File: src/rtl/hrpPkg.sv
package hrpPkg;
  localparam int OFS_W    = 9;
  localparam int IDX_W    = 5;
  localparam int DATA_W   = 8;

  typedef enum logic [1:0] {
    OP_WRITE = 2'b00,
    OP_AND   = 2'b01,
    OP_OR    = 2'b10,
    OP_READ  = 2'b11
  } hrpOpE;

  typedef enum logic [1:0] {
    AREA_CTRL = 2'b00,
    AREA_RSVD = 2'b01,
    AREA_IDA  = 2'b10,
    AREA_IDB  = 2'b11
  } hrpAreaE;

  // Strobes from decode to the register datapath
  typedef struct packed {
    logic                relocUpd;
    logic                intStatUpd;
    logic                rdLoad;
    logic                accessFault;
    hrpOpE               op;
    hrpAreaE             area;
    logic [IDX_W-1:0]    regIdx;
    logic [DATA_W-1:0]   data;
  } hrpStrobesT;
endpackage

File: src/rtl/hrpCtrl.sv
module hrpCtrl
  import hrpPkg::*;
#(
  parameter int REG_RELOC = 0,
  parameter int REG_SIZE  = 1,
  parameter int REG_INT   = 8
) (
  input  logic               clk,
  input  logic               rstN,
  input  logic               accStrobe,
  input  logic [OFS_W-1:0]   accOffset,
  input  logic [DATA_W-1:0]  accWrData,
  output hrpStrobesT         strb,
  output logic               rdValid
);
  localparam int OP_LSB   = IDX_W;
  localparam int AREA_LSB = IDX_W + 2;

  hrpOpE            opDec;
  hrpAreaE          areaDec;
  logic [IDX_W-1:0] idxDec;
  logic             isRead;
  logic             isCtrl;
  logic             knownReg;

  always_comb begin
    opDec    = hrpOpE'(accOffset[OP_LSB +: 2]);
    areaDec  = hrpAreaE'(accOffset[AREA_LSB +: 2]);
    idxDec   = accOffset[IDX_W-1:0];
    isRead   = (opDec == OP_READ);
    isCtrl   = (areaDec == AREA_CTRL);
    knownReg = (idxDec == IDX_W'(REG_RELOC)) ||
               (idxDec == IDX_W'(REG_SIZE))  ||
               (idxDec == IDX_W'(REG_INT));
  end

  always_comb begin
    strb.op          = opDec;
    strb.area        = areaDec;
    strb.regIdx      = idxDec;
    strb.data        = accWrData;
    strb.relocUpd    = accStrobe && isCtrl && !isRead && (idxDec == IDX_W'(REG_RELOC));
    strb.intStatUpd  = accStrobe && isCtrl && !isRead && (idxDec == IDX_W'(REG_INT));
    strb.rdLoad      = accStrobe && isRead;
    strb.accessFault = accStrobe && (
                         (areaDec == AREA_RSVD) ||
                         (!isCtrl && !isRead) ||
                         (isCtrl && !knownReg && !isRead));
  end

  always_ff @(posedge clk or negedge rstN) begin
    if (!rstN) rdValid <= 1'b0;
    else       rdValid <= strb.rdLoad;
  end

  AST_ONE_UPDATE_TARGET: assert property (@(posedge clk) disable iff (!rstN)
    !(strb.relocUpd && strb.accessFault) && !(strb.intStatUpd && strb.accessFault));
endmodule

File: src/rtl/hrpData.sv
module hrpData
  import hrpPkg::*;
#(
  parameter int          REG_RELOC = 0,
  parameter int          REG_SIZE  = 1,
  parameter int          REG_INT   = 8,
  parameter int          ID_BYTES  = 6,
  parameter logic [47:0] ID_VALUE  = 48'h3C5A_17E2_9BD4
) (
  input  logic              clk,
  input  logic              rstN,
  input  hrpStrobesT        strb,
  input  logic [1:0]        ramSizeStrap,
  input  logic              adapterAlt,
  input  logic              evtTimer,
  input  logic              evtError,
  output logic [DATA_W-1:0] rdData,
  output logic              irqOut,
  output logic              chckOut
);
  localparam int BASE_W = DATA_W - 1;
  localparam int ST_W   = 3;

  logic [BASE_W-1:0] relocBase;
  logic              ctlSel;
  logic              ctlEn;
  logic [ST_W-1:0]   stBits;   // {timer, error, access}
  logic [ST_W-1:0]   stMask;
  logic [ST_W-1:0]   stEvents;
  logic [DATA_W-1:0] rdMux;
  logic [DATA_W-1:0] idByteA;
  logic [DATA_W-1:0] idByteB;
  logic [DATA_W-1:0] idTable [ID_BYTES];
  logic              irqActive;
  logic              unusedDataBit;

  assign unusedDataBit = strb.data[0];

  genvar g;
  generate
    for (g = 0; g < ID_BYTES; g++) begin : gIdBytes
      assign idTable[g] = ID_VALUE[8*g +: 8];
    end
  endgenerate

  always_comb begin
    idByteA = '0;
    for (int k = 0; k < ID_BYTES; k++)
      if ((int'(strb.regIdx) % ID_BYTES) == k) idByteA = idTable[k];
    idByteB = (strb.regIdx[0] ? 8'hAA : 8'h55) ^ {3'b000, strb.regIdx};
  end

  always_comb begin
    rdMux = '0;
    unique case (strb.area)
      AREA_CTRL: begin
        if (strb.regIdx == IDX_W'(REG_RELOC))
          rdMux = {relocBase, 1'b0};
        else if (strb.regIdx == IDX_W'(REG_SIZE))
          rdMux = {4'b0000, ramSizeStrap, 2'b00};
        else if (strb.regIdx == IDX_W'(REG_INT))
          rdMux = {ctlSel, ctlEn, 1'b0, stBits, 1'b0, adapterAlt};
        else
          rdMux = '0;
      end
      AREA_RSVD: rdMux = 8'hFF;
      AREA_IDA:  rdMux = idByteA;
      AREA_IDB:  rdMux = idByteB;
      default:   rdMux = '0;
    endcase
  end

  always_comb begin
    stMask   = (strb.intStatUpd && strb.op == OP_AND) ? strb.data[4:2] : {ST_W{1'b1}};
    stEvents = {evtTimer, evtError, strb.accessFault};
  end

  always_ff @(posedge clk or negedge rstN) begin
    if (!rstN) begin
      relocBase <= '0;
      ctlSel    <= 1'b0;
      ctlEn     <= 1'b0;
      stBits    <= '0;
      rdData    <= '0;
    end else begin
      if (strb.relocUpd) begin
        unique case (strb.op)
          OP_WRITE: relocBase <= strb.data[7:1];
          OP_AND:   relocBase <= relocBase & strb.data[7:1];
          OP_OR:    relocBase <= relocBase | strb.data[7:1];
          default:  relocBase <= relocBase;
        endcase
      end
      if (strb.intStatUpd) begin
        unique case (strb.op)
          OP_WRITE: {ctlSel, ctlEn} <= strb.data[7:6];
          OP_AND:   {ctlSel, ctlEn} <= {ctlSel, ctlEn} & strb.data[7:6];
          OP_OR:    {ctlSel, ctlEn} <= {ctlSel, ctlEn} | strb.data[7:6];
          default:  {ctlSel, ctlEn} <= {ctlSel, ctlEn};
        endcase
      end
      stBits <= (stBits & stMask) | stEvents;
      if (strb.rdLoad) rdData <= rdMux;
    end
  end

  assign irqActive = ctlEn && (|stBits);
  assign irqOut    = irqActive && ctlSel;
  assign chckOut   = irqActive && !ctlSel;

  AST_EVENT_WINS: assert property (@(posedge clk) disable iff (!rstN)
    evtTimer |=> stBits[2]);
  AST_ERROR_WINS: assert property (@(posedge clk) disable iff (!rstN)
    evtError |=> stBits[1]);
  AST_ACCESS_LATCH: assert property (@(posedge clk) disable iff (!rstN)
    strb.accessFault |=> stBits[0]);
  AST_CLEAR_ONLY_BY_AND: assert property (@(posedge clk) disable iff (!rstN)
    $fell(stBits[1]) |-> $past(strb.intStatUpd && strb.op == OP_AND));
  AST_RELOC_HOLD: assert property (@(posedge clk) disable iff (!rstN)
    !strb.relocUpd |=> $stable(relocBase));
endmodule

File: src/rtl/hostRegPort.sv
module hostRegPort
  import hrpPkg::*;
#(
  parameter int          REG_RELOC = 0,
  parameter int          REG_SIZE  = 1,
  parameter int          REG_INT   = 8,
  parameter int          ID_BYTES  = 6,
  parameter logic [47:0] ID_VALUE  = 48'h3C5A_17E2_9BD4
) (
  input  logic        clk,
  input  logic        rstN,
  input  logic        accStrobe,
  input  logic [8:0]  accOffset,
  input  logic [7:0]  accWrData,
  input  logic [1:0]  ramSizeStrap,
  input  logic        adapterAlt,
  input  logic        evtTimer,
  input  logic        evtError,
  output logic [7:0]  rdData,
  output logic        rdValid,
  output logic        irqOut,
  output logic        chckOut
);
  hrpStrobesT strb;

  hrpCtrl #(
    .REG_RELOC(REG_RELOC), .REG_SIZE(REG_SIZE), .REG_INT(REG_INT)
  ) u_ctrl (
    .clk(clk), .rstN(rstN), .accStrobe(accStrobe), .accOffset(accOffset),
    .accWrData(accWrData), .strb(strb), .rdValid(rdValid)
  );

  hrpData #(
    .REG_RELOC(REG_RELOC), .REG_SIZE(REG_SIZE), .REG_INT(REG_INT),
    .ID_BYTES(ID_BYTES), .ID_VALUE(ID_VALUE)
  ) u_data (
    .clk(clk), .rstN(rstN), .strb(strb), .ramSizeStrap(ramSizeStrap),
    .adapterAlt(adapterAlt), .evtTimer(evtTimer), .evtError(evtError),
    .rdData(rdData), .irqOut(irqOut), .chckOut(chckOut)
  );

  AST_RDVALID_AFTER_READ: assert property (@(posedge clk) disable iff (!rstN)
    rdValid |-> $past(accStrobe && accOffset[6:5] == 2'b11));
  AST_RSVD_READ_FF: assert property (@(posedge clk) disable iff (!rstN)
    (rdValid && $past(accOffset[8:7] == 2'b01)) |-> rdData == 8'hFF);
  AST_IRQ_EXCLUSIVE: assert property (@(posedge clk) disable iff (!rstN)
    $rose(irqOut) |-> !chckOut);
endmodule

File: config.mk
export PLATFORM = sky130hd
export DESIGN_NAME = hostRegPort
export DESIGN_NICKNAME = d
export VERILOG_FILES = /design/src/rtl/hrpPkg.sv /design/src/rtl/hrpCtrl.sv /design/src/rtl/hrpData.sv /design/src/rtl/hostRegPort.sv
export SDC_FILE = /design/constraint.sdc
export NUM_CORES = 1
export LEC_CHECK = 0
export CORE_MARGIN = 2
export CORE_UTILIZATION = 46
export CTS_BUF_LIST = sky130_fd_sc_hd__clkbuf_2
export CTS_CLUSTER_SIZE = 8
export DETAILED_ROUTE_END_ITERATION = 12
export PLACE_DENSITY = 0.78
export SETUP_SLACK_MARGIN = 0.5
export SLEW_MARGIN = 40
export SYNTH_ARGS = -nofsm -noshare
export SYNTH_HDL_FRONTEND = slang
export SYNTH_HIERARCHICAL = 1
export SYNTH_SLANG_ARGS = --single-unit
File: constraint.sdc
create_clock -name clk -period 1.3 [get_ports clk]
set_input_delay 0.13 -clock clk [delete_from_list [all_inputs] [get_ports clk]]
set_output_delay 0.13 -clock clk [all_outputs]
set_load 0.1 [all_outputs]
# Word-level counts from Yosys, hierarchy flattened
# Index checks and enable logic that the tools add are counted.
# totals
regBits	21
latch_bits	0
mem_bits_rw	0
romBits	0
input_bits	25
out_inout_bits	11
word_cells	71
memories	0
# op_classes
addsub	0
multipliers	0
n_div	1
order_cmp	0
eq_ne	13
shifts	0
muxes	15
n_bitwise	7
reduce_logical	29
# ops
cell	n
8-bit two-way mux	10
32-bit by 3-bit equality test with 1-bit output (second input constant)	2
32-bit by 4-bit equality test with 1-bit output (second input constant)	2
32-bit by 2-bit equality test with 1-bit output (second input constant)	1
32-bit logical NOT	1
6-bit by 4-bit modulo with 32-bit output (second input constant)	1
8-bit one-hot mux with 4 select lines	1
7-bit one-hot mux with 3 select lines	1
1-bit logical AND	13
2-bit equality test (second input constant)	4
8-bit by 5-bit bitwise XOR with 8-bit output	1
7-bit AND	1
7-bit bitwise OR	1
1-bit one-hot mux with 3 select lines	2
5-bit by 1-bit equality test with 1-bit output (second input constant)	1
5-bit by 4-bit equality test with 1-bit output (second input constant)	1
5-bit logical NOT	1
2-bit by 1-bit equality test with 1-bit output (second input constant)	2
1-bit logical NOT	4
2-bit logical NOT	2
1-bit logical OR	4
2-bit AND reduction	2
3-bit AND	1
3-bit two-way mux	1
other kinds (5)	5

# Longest topological paths before layout
# Gate-level depths: netlist of run 1.
# logic_depth
depth_word	9
depth_mapped	16
depth_no_buf	12

# Hierarchy
# The synthesis of run 1 kept the hierarchy.
# by_module_without_submodules
mod	instances	cells_per_inst	area_per_inst_um2	seq_area_each_um2
hrpData	1	226	1858.0	500.5
hrpCtrl	1	30	231.5	25.0

# Least setup slack after synthesis of run 1
# No wires, ideal clock.
# synth_path
kind	input to register
startpoint	input accOffset[3]
endpoint	register u_data.rdData[5]
setup_ns	0.126
arrival_ns	2.711
t_required_ns	1.174
setup_slack_ns	-1.538
path_stages	16
n_path_buf	4
cell_sequence	buf_4 -> buf_6 -> clkbuf_1 -> clkbuf_1 -> ha_1 -> nand3b_1 -> nand3_1 -> and3_1 -> ha_1 -> nand3_1 -> nor2_1 -> a21oi_1 -> and2_2 -> o211a_1 -> o21a_1 -> a221o_1
# synth_between
elab_chain_len	8
elab_cells_between_ends	16
cone_classes	div: 1; eq/ne: 6; mux: 8; reduce/logical: 1
# synth_rtl
item	line_no	source
start, declared	hostRegPort.sv:13	input logic [8:0] accOffset,
6-bit by 4-bit modulo with 32-bit output	hrpData.sv:49	if ((int'(strb.regIdx) % ID_BYTES) == k) idByteA = idTable[k];
32-bit by 2-bit equality test with 1-bit output	hrpData.sv:49	
8-bit two-way mux (5 in a row)	hrpData.sv:49	
8-bit one-hot mux with 4 select lines *	hrpData.sv:55	unique case (strb.area)
end signal, assigned	hrpData.sv:103	if (strb.rdLoad) rdData <= rdMux;
end, declared	hrpData.sv:17	output logic [DATA_W-1:0] rdData,
# Every way passes the cells marked *; elsewhere a longest branch is shown, timed or not.
# A chain may end at the register's enable or synchronous reset.

# Final worst setup path of run 1
# layout_path
startpoint	input accOffset[3]
endpoint	register u_data.rdData[1]
# Same word-level chain as after synthesis.

==> reports/metrics.csv, run 1 <==
stage,metric,value,unit
global_routing,GRT Overall Usage,24.7,%
flow_run,maxcap violations,0,
finish,area grow syn2layout,53.7,%
clock_network,# hold bufs at CTS,0,
route,Routed WL,6020,µm
finish,final net count,359,
route,post-route ant nets,0,
sta,RSZ-0062 raised after global routing,yes,
power,Comb pwr share,58.1,%
setup_path,CP endpoint kind,register,
power,register share of total power,30.6,%
route,routed len/inst,16.0,µm
die,core area,4350,µm²
sta,setup violators final,10,
power,clock network fraction of total power,11.3,%
sta,FMAX,524,MHz
power,Pwr Total,2510,µW
power,Leakage,0.00133,µW
finish,final non-filler cell total,377,
setup_path,Setup Crit Path Kind,primary input to register,
route,total number of vias,2199,
global_routing,first-pass GRT wire length,10100,µm
yosys,syn nets,288,
yosys,Syn Std Cell Area,2080,µm²
sta,Slew Limit Headroom,70.9,%
clock_network,TritonCTS Buffers,3,
die,# rows,24,
route,TritonRoute pass-1 iters,4,
clock_network,TritonCTS clock tree,yes,
global_routing,initial antenna violation count,0,
sta,worst-margin pin slew,431,ps
yosys,Avg Inst Size Synth,8.16,µm²
clock_network,clk buf depth,2,
run_status,violations in the final reports,setup timing,
sta,Clock Skew,0.974,ps
run_status,status,"finished, violations left",
route,drt initial violations,187,
global_routing,vias in the first global route,2216,
die,initial core utilization,47.8,%
clock_network,CTS clock-pin slew for the worst setup and hold paths,200,ps
power,sw frac,43.1,%
finish,share of cells above drive strength 1,48.3,%
placement,port bufs,34,
clock_network,H-tree levels,1,
route,drt via density,5.83,
clock_network,root buffer cell,clkbuf_2,
die,die area,5080,µm²
placement,dpl hpwl,4480,µm
placement,gpl congestion,0.997,
die,die extent in y,71.3,µm
setup_path,Setup crit start kind,primary input,
clock_network,clock sink count,21,
global_routing,pin count of the biggest net entering global routing,22,
power,P_int,1430,µW
finish,n_diodes,0,
sta,Tmin final,1910,ps
route,Residual DRC,0,
placement,post-place setup slack,-1400,ps
die,die width,71.3,µm
sta,"Hold Vio Cnt, Final",0,
power,Peak VDD IR,0.000490,V
setup_path,Worst EP required,1580,ps
global_routing,gr ovfl total,0,
power,pwr dens,783,nW/µm²
setup_path,CP max FO,6,
sta,Final Max Slew Viols,0,
clock_network,clk_lat worst skew,340,ps
sta,fin crit share,147,%
yosys,Yosys warnings,6,
worst_hold_path,Hold WC Path Type,primary input to asynchronous set/reset pin,
yosys,Mapped Cells,255,
die,io pins,36,
setup_path,critical path arrival,2190,ps
placement,Cells after DPL,365,
sta,PnR worst setup slack,-609,ps
power,Net Switching,1080,µW
==> worst paths after layout <==
kind                                       start          endpoint  slack (ps)  depth (start not counted)
worst max register to register     u_data/ctlSel  u_data/rdData[7]         -50                          5
worst min register to register  u_data/rdData[2]  u_data/rdData[2]         580                          1
worst min-delay path                        rstN  u_data/rdData[4]         100                          2
worst max-delay path                accOffset[3]  u_data/rdData[1]        -610                         12
min in group clk                    accOffset[1]  u_data/stBits[0]         270                          5
max in group asynchronous                   rstN  u_data/stBits[1]         980                          2
==> critical path: stages <==
cell and delay, ps:
buf_8 100, ha_4 280, nand3b_1 160, nand3_2 100, and3_4 170, ha_4 170
a22o_1 200, a21oi_2 190, and2_4 180, o311ai_2 80, a221o_1 290, a31oi_1 140
==> placed cells by master, fill, tap and decap left out, types with 7 or more instances in the layout <==
| master | count |
|---|---|
| nor2_1 | 17 |
| dfrtp_2 | 9 |
| a21oi_1 | 16 |
| o21ai_1 | 10 |
| buf_6 | 9 |
| a21oi_2 | 8 |
| o21ai_0 | 7 |
| inv_1 | 13 |
| dfrtp_1 | 12 |
| nand2_1 | 11 |
| buf_12 | 12 |
| clkdlybuf4s50_1 | 13 |
| buf_4 | 51 |
==> what timing repair did <==
| item | CTS | global route |
|---|---|---|
| endpoints found under the hold margin | 0 | 0 |
| resized for setup | 71 | 13 |
| setup buffers | 8 | 0 |
| pin swaps | 33 | 3 |
| endpoints found under the setup margin | 32 | 31 |
==> metal layers <==
| layer | track usage [%] | part of all wire (%) |
|---|---|---|
| met4 | 8.39 | 1.9 |
| met1 | 31.0 | 42 |
| met3 | 3.66 | 4.7 |
| met5 | 0 | 0 |
| met2 | 43.5 | 52 |
==> power by group through the flow <==
stage / clock [µW] / combinational (µW) / sequential [µW]
6_report: 284 / 1460 / 768
5_1_grt: 311 / 1530 / 774
4_1_cts: 288 / 1430 / 769
3_5_place_dp: 0 / 1320 / 783
3_3_place_gp: 0 / 1310 / 780
2_1_floorplan: 0 / 522 / 1110
==> registers in the layout, indices dropped and copies added (netlist names) <==
name,flops
u_ctrl/rdValid,1
u_data/ctlEn,1
u_data/relocBase,7
u_data/rdData,8
u_data/stBits,3
u_data/ctlSel,1
==> area by class of cell <==
cell class | count | area (µm²)
clock inverters | 1 | 5.00
clock buffers | 3 | 15.0
repair buffers | 94 | 952
well taps | 52 | 65.1
inverters | 15 | 58.8
flip-flops and latches | 21 | 537
fillers | 288 | 1150
multi-input cells | 191 | 1570
==> metrics by stage <==
step                      TNS (ps)  utilization [%]  cell area, µm²  hold WS [ps]
after floorplan              -9270                -            2270          -166
after global placement      -19230             66.8            2910           498
after detailed placement    -20920             66.8            2910           507
after CTS                    -4200             72.5            3160           102
after global routing         -5280             73.5            3200           102
final                        -4540             73.5            3200          97.5
No activity file was read; power rests on OpenSTA's default activity.
==> inputs of run 2 (changes only) <==
--- a/config.mk
+++ b/config.mk
@@ -7,7 +7,7 @@
 export LEC_CHECK = 0
 export CORE_MARGIN = 2
 export CORE_UTILIZATION = 46
-export CTS_BUF_LIST = sky130_fd_sc_hd__clkbuf_2
+export CTS_BUF_LIST = sky130_fd_sc_hd__clkbuf_8 sky130_fd_sc_hd__clkbuf_16
 export CTS_CLUSTER_SIZE = 8
 export DETAILED_ROUTE_END_ITERATION = 12
 export PLACE_DENSITY = 0.78
==> run 2 against run 1 <==
Compared with the run above: the flow still finishes with violations (setup timing); critical path depth is the same; register-to-register slack gained 20 ps; sequential share of layout area shrank 0.12 points; combinational power about the same; maximum frequency decreased by 4.8%; cell area rose by 0.51%; flip-flop and latch count is the same; via count grew 0.50%; clock-buffer cell count unchanged; global-route usage about the same; die area is the same; critical endpoint unchanged.
==> reports/metrics.csv, run 2 (synthesized netlist as in run 1, its figures left out) <==
stage,metric,value,unit,change
run_status,status,"finished, violations left",,
run_status,violations in the final reports,setup timing,,
global_routing,first-pass GRT wire length,10200,µm,+0.40%
flow_run,maxcap violations,0,,unchanged
setup_path,crit-path most repeated cell,ha_4,,
setup_path,Reg2Reg Depth,5,,unchanged
die,# rows,24,,unchanged
route,total number of vias,2210,,+0.50%
setup_path,Setup Crit Path Kind,primary input to register,,
die,initial core utilization,47.8,%,unchanged
finish,Largest register FFs,8,,unchanged
global_routing,GRT Overall Usage,24.8,%,+0.030 points
global_routing,pin count of the biggest net entering global routing,22,,unchanged
sta,Final Max Slew Viols,0,,unchanged
placement,dpl hpwl,4480,µm,unchanged
finish,final net count,360,,+0.28%
setup_path,Slowest cell on crit path,a221o_1,,
setup_path,R2R Path Start,u_data/ctlSel,,
sta,fin crit share,154,%,+7.5 points
clock_network,TritonCTS Buffers,3,,unchanged
route,Routed WL,6170,µm,+2.5%
clock_network,root buffer cell,clkbuf_8,,
power,Peak VDD IR,0.000539,V,+10%
setup_path,Setup crit start kind,primary input,,
clock_network,CTS clock-pin slew for the worst setup and hold paths,80,ps,-120 ps
clock_network,clk_lat worst skew,260,ps,-80 ps
sta,Slew Limit Headroom,70.4,%,-0.53 points
global_routing,initial antenna violation count,0,,unchanged
setup_path,crit-path cells,buf_8 -> ha_4 -> nand3b_1 -> nand3_2 -> and3_4 -> ha_4 -> a22o_1 -> a21oi_2 -> and2_4 -> o311ai_1 -> a221o_1 -> a31oi_1,,
route,Residual DRC,0,,unchanged
clock_network,clock sink count,21,,unchanged
power,Leakage,0.00134,µW,+1.2%
placement,port bufs,34,,unchanged
finish,"commonest cells after routing, fill and taps aside","57 x buf_4, 18 x a21oi_1, 17 x nor2_1",,
route,routed len/inst,16.3,µm,+2.2%
die,die area,5080,µm²,unchanged
setup_path,"slowest stage delay, CP",290,ps,about the same
die,die extent in y,71.3,µm,unchanged
sta,PnR worst setup slack,-706,ps,-97.2 ps
finish,"most common cell after layout, fill and taps aside",buf_4,,
setup_path,Worst EP required,1480,ps,-100 ps
global_routing,gr ovfl total,0,,unchanged
setup_path,Register-to-Register Setup Slack,-30,ps,+20 ps
sta,setup tns final,-5330,ps,-792 ps
finish,n_diodes,0,,unchanged
global_routing,vias in the first global route,2209,,-0.32%
placement,gpl congestion,0.997,,unchanged
clock_network,H-tree levels,1,,unchanged
sta,Tmin final,2010,ps,+97.2 ps
route,drt via density,5.85,,+0.23%
finish,Regs by FF count,"u_data/rdData x8, u_data/relocBase x7, u_data/stBits x3",,
sta,setup violators final,17,,+7
route,post-route ant nets,0,,unchanged
die,die width,71.3,µm,unchanged
sta,Clock Skew,2.54,ps,+1.56 ps
route,drt initial violations,200,,+7.0%
die,io pins,36,,unchanged
clock_network,clk buf depth,2,,unchanged
setup_path,CP max FO,5,,-1
sta,worst-margin pin slew,439,ps,+7.82 ps
finish,area grow syn2layout,54.5,%,
setup_path,reg2reg end,u_data/rdData[7],,
die,core area,4350,µm²,unchanged
worst_hold_path,Hold WC Path Type,primary input to asynchronous set/reset pin,,
setup_path,CP endpoint kind,register,,
placement,Cells after DPL,365,,unchanged
finish,Util after Layout,73.9,%,+0.37 points
finish,final non-filler cell total,378,,+0.27%
route,TritonRoute pass-1 iters,4,,unchanged
sta,RSZ-0062 raised after global routing,yes,,
power,pwr dens,824,nW/µm²,+5.1%
sta,FMAX,498,MHz,-4.8%
finish,share of cells above drive strength 1,47.5,%,-0.76 points
finish,Largest Register,u_data/rdData,,
setup_path,critical path arrival,2180,ps,about the same
clock_network,TritonCTS clock tree,yes,,
sta,"Hold Vio Cnt, Final",0,,unchanged
[run 2: stage by stage]
stage / hold WS, ps / instance area [µm²] / worst slack [ps] / power [µW]
floorplan: -166 / 2270 / -1290 / 1630
global placement: 498 / 2910 / -1290 / 2090
detailed placement: 507 / 2910 / -1400 / 2110
CTS: 225 / 3100 / -615 / 2600
global route: 235 / 3220 / -832 / 2760
finish: 213 / 3220 / -706 / 2650
[run 2: layout make-up]
type                    count  area [µm²]
clock buffers               3        41.3
well taps                  52        65.1
multi-input cells         191        1580
inverters                  15        58.8
repair buffers             95         928
fillers                   279        1140
clock inverters             1        5.00
flip-flops and latches     21         536
[run 2: worst max-delay path by stage]
stage / startpoint / endpoint / slack [ps] / depth (start not counted)
detailed placement: accOffset[3] / u_data/rdData[5] / -1400 / 13
global route: accOffset[3] / u_data/rdData[1] / -830 / 12
global placement: accOffset[3] / u_data/rdData[1] / -1290 / 11
finish: accOffset[3] / u_data/rdData[1] / -710 / 12
floorplan: accOffset[3] / u_data/rdData[5] / -1290 / 16
CTS: accOffset[4] / u_data/rdData[5] / -620 / 13
[run 2: power by group]
group,switching (µW),leakage [µW],internal (µW)
combinational,814,0.00112,637
sequential,56.2,0.000201,712
clock,217,0.0000255,214
total,1090,0.00134,1560
[run 2: layer usage]
metal	part of all wire [%]	track usage, %	up-vias
met5	0	0	-
met2	53	44.4	85
met3	4.4	4.08	10
li1	-	-	1055
met1	41	31.0	1060
met4	1.5	6.08	0
[run 2: timing repair]
action / CTS / global route
pin swaps: 14 / 15
hold buffers: 0 / 0
resized for setup: 55 / 23
buffers inserted: 7 / 2
setup endpoints to repair: 32 / 31
[run 2: critical path, delay by kind of cell]
kind,cells,cell delay [ps]
AOI/OAI and AO/OA,5,900
and+or+nand+nor,4,610
adders and majority gates,2,440
buffers and inverters,1,100
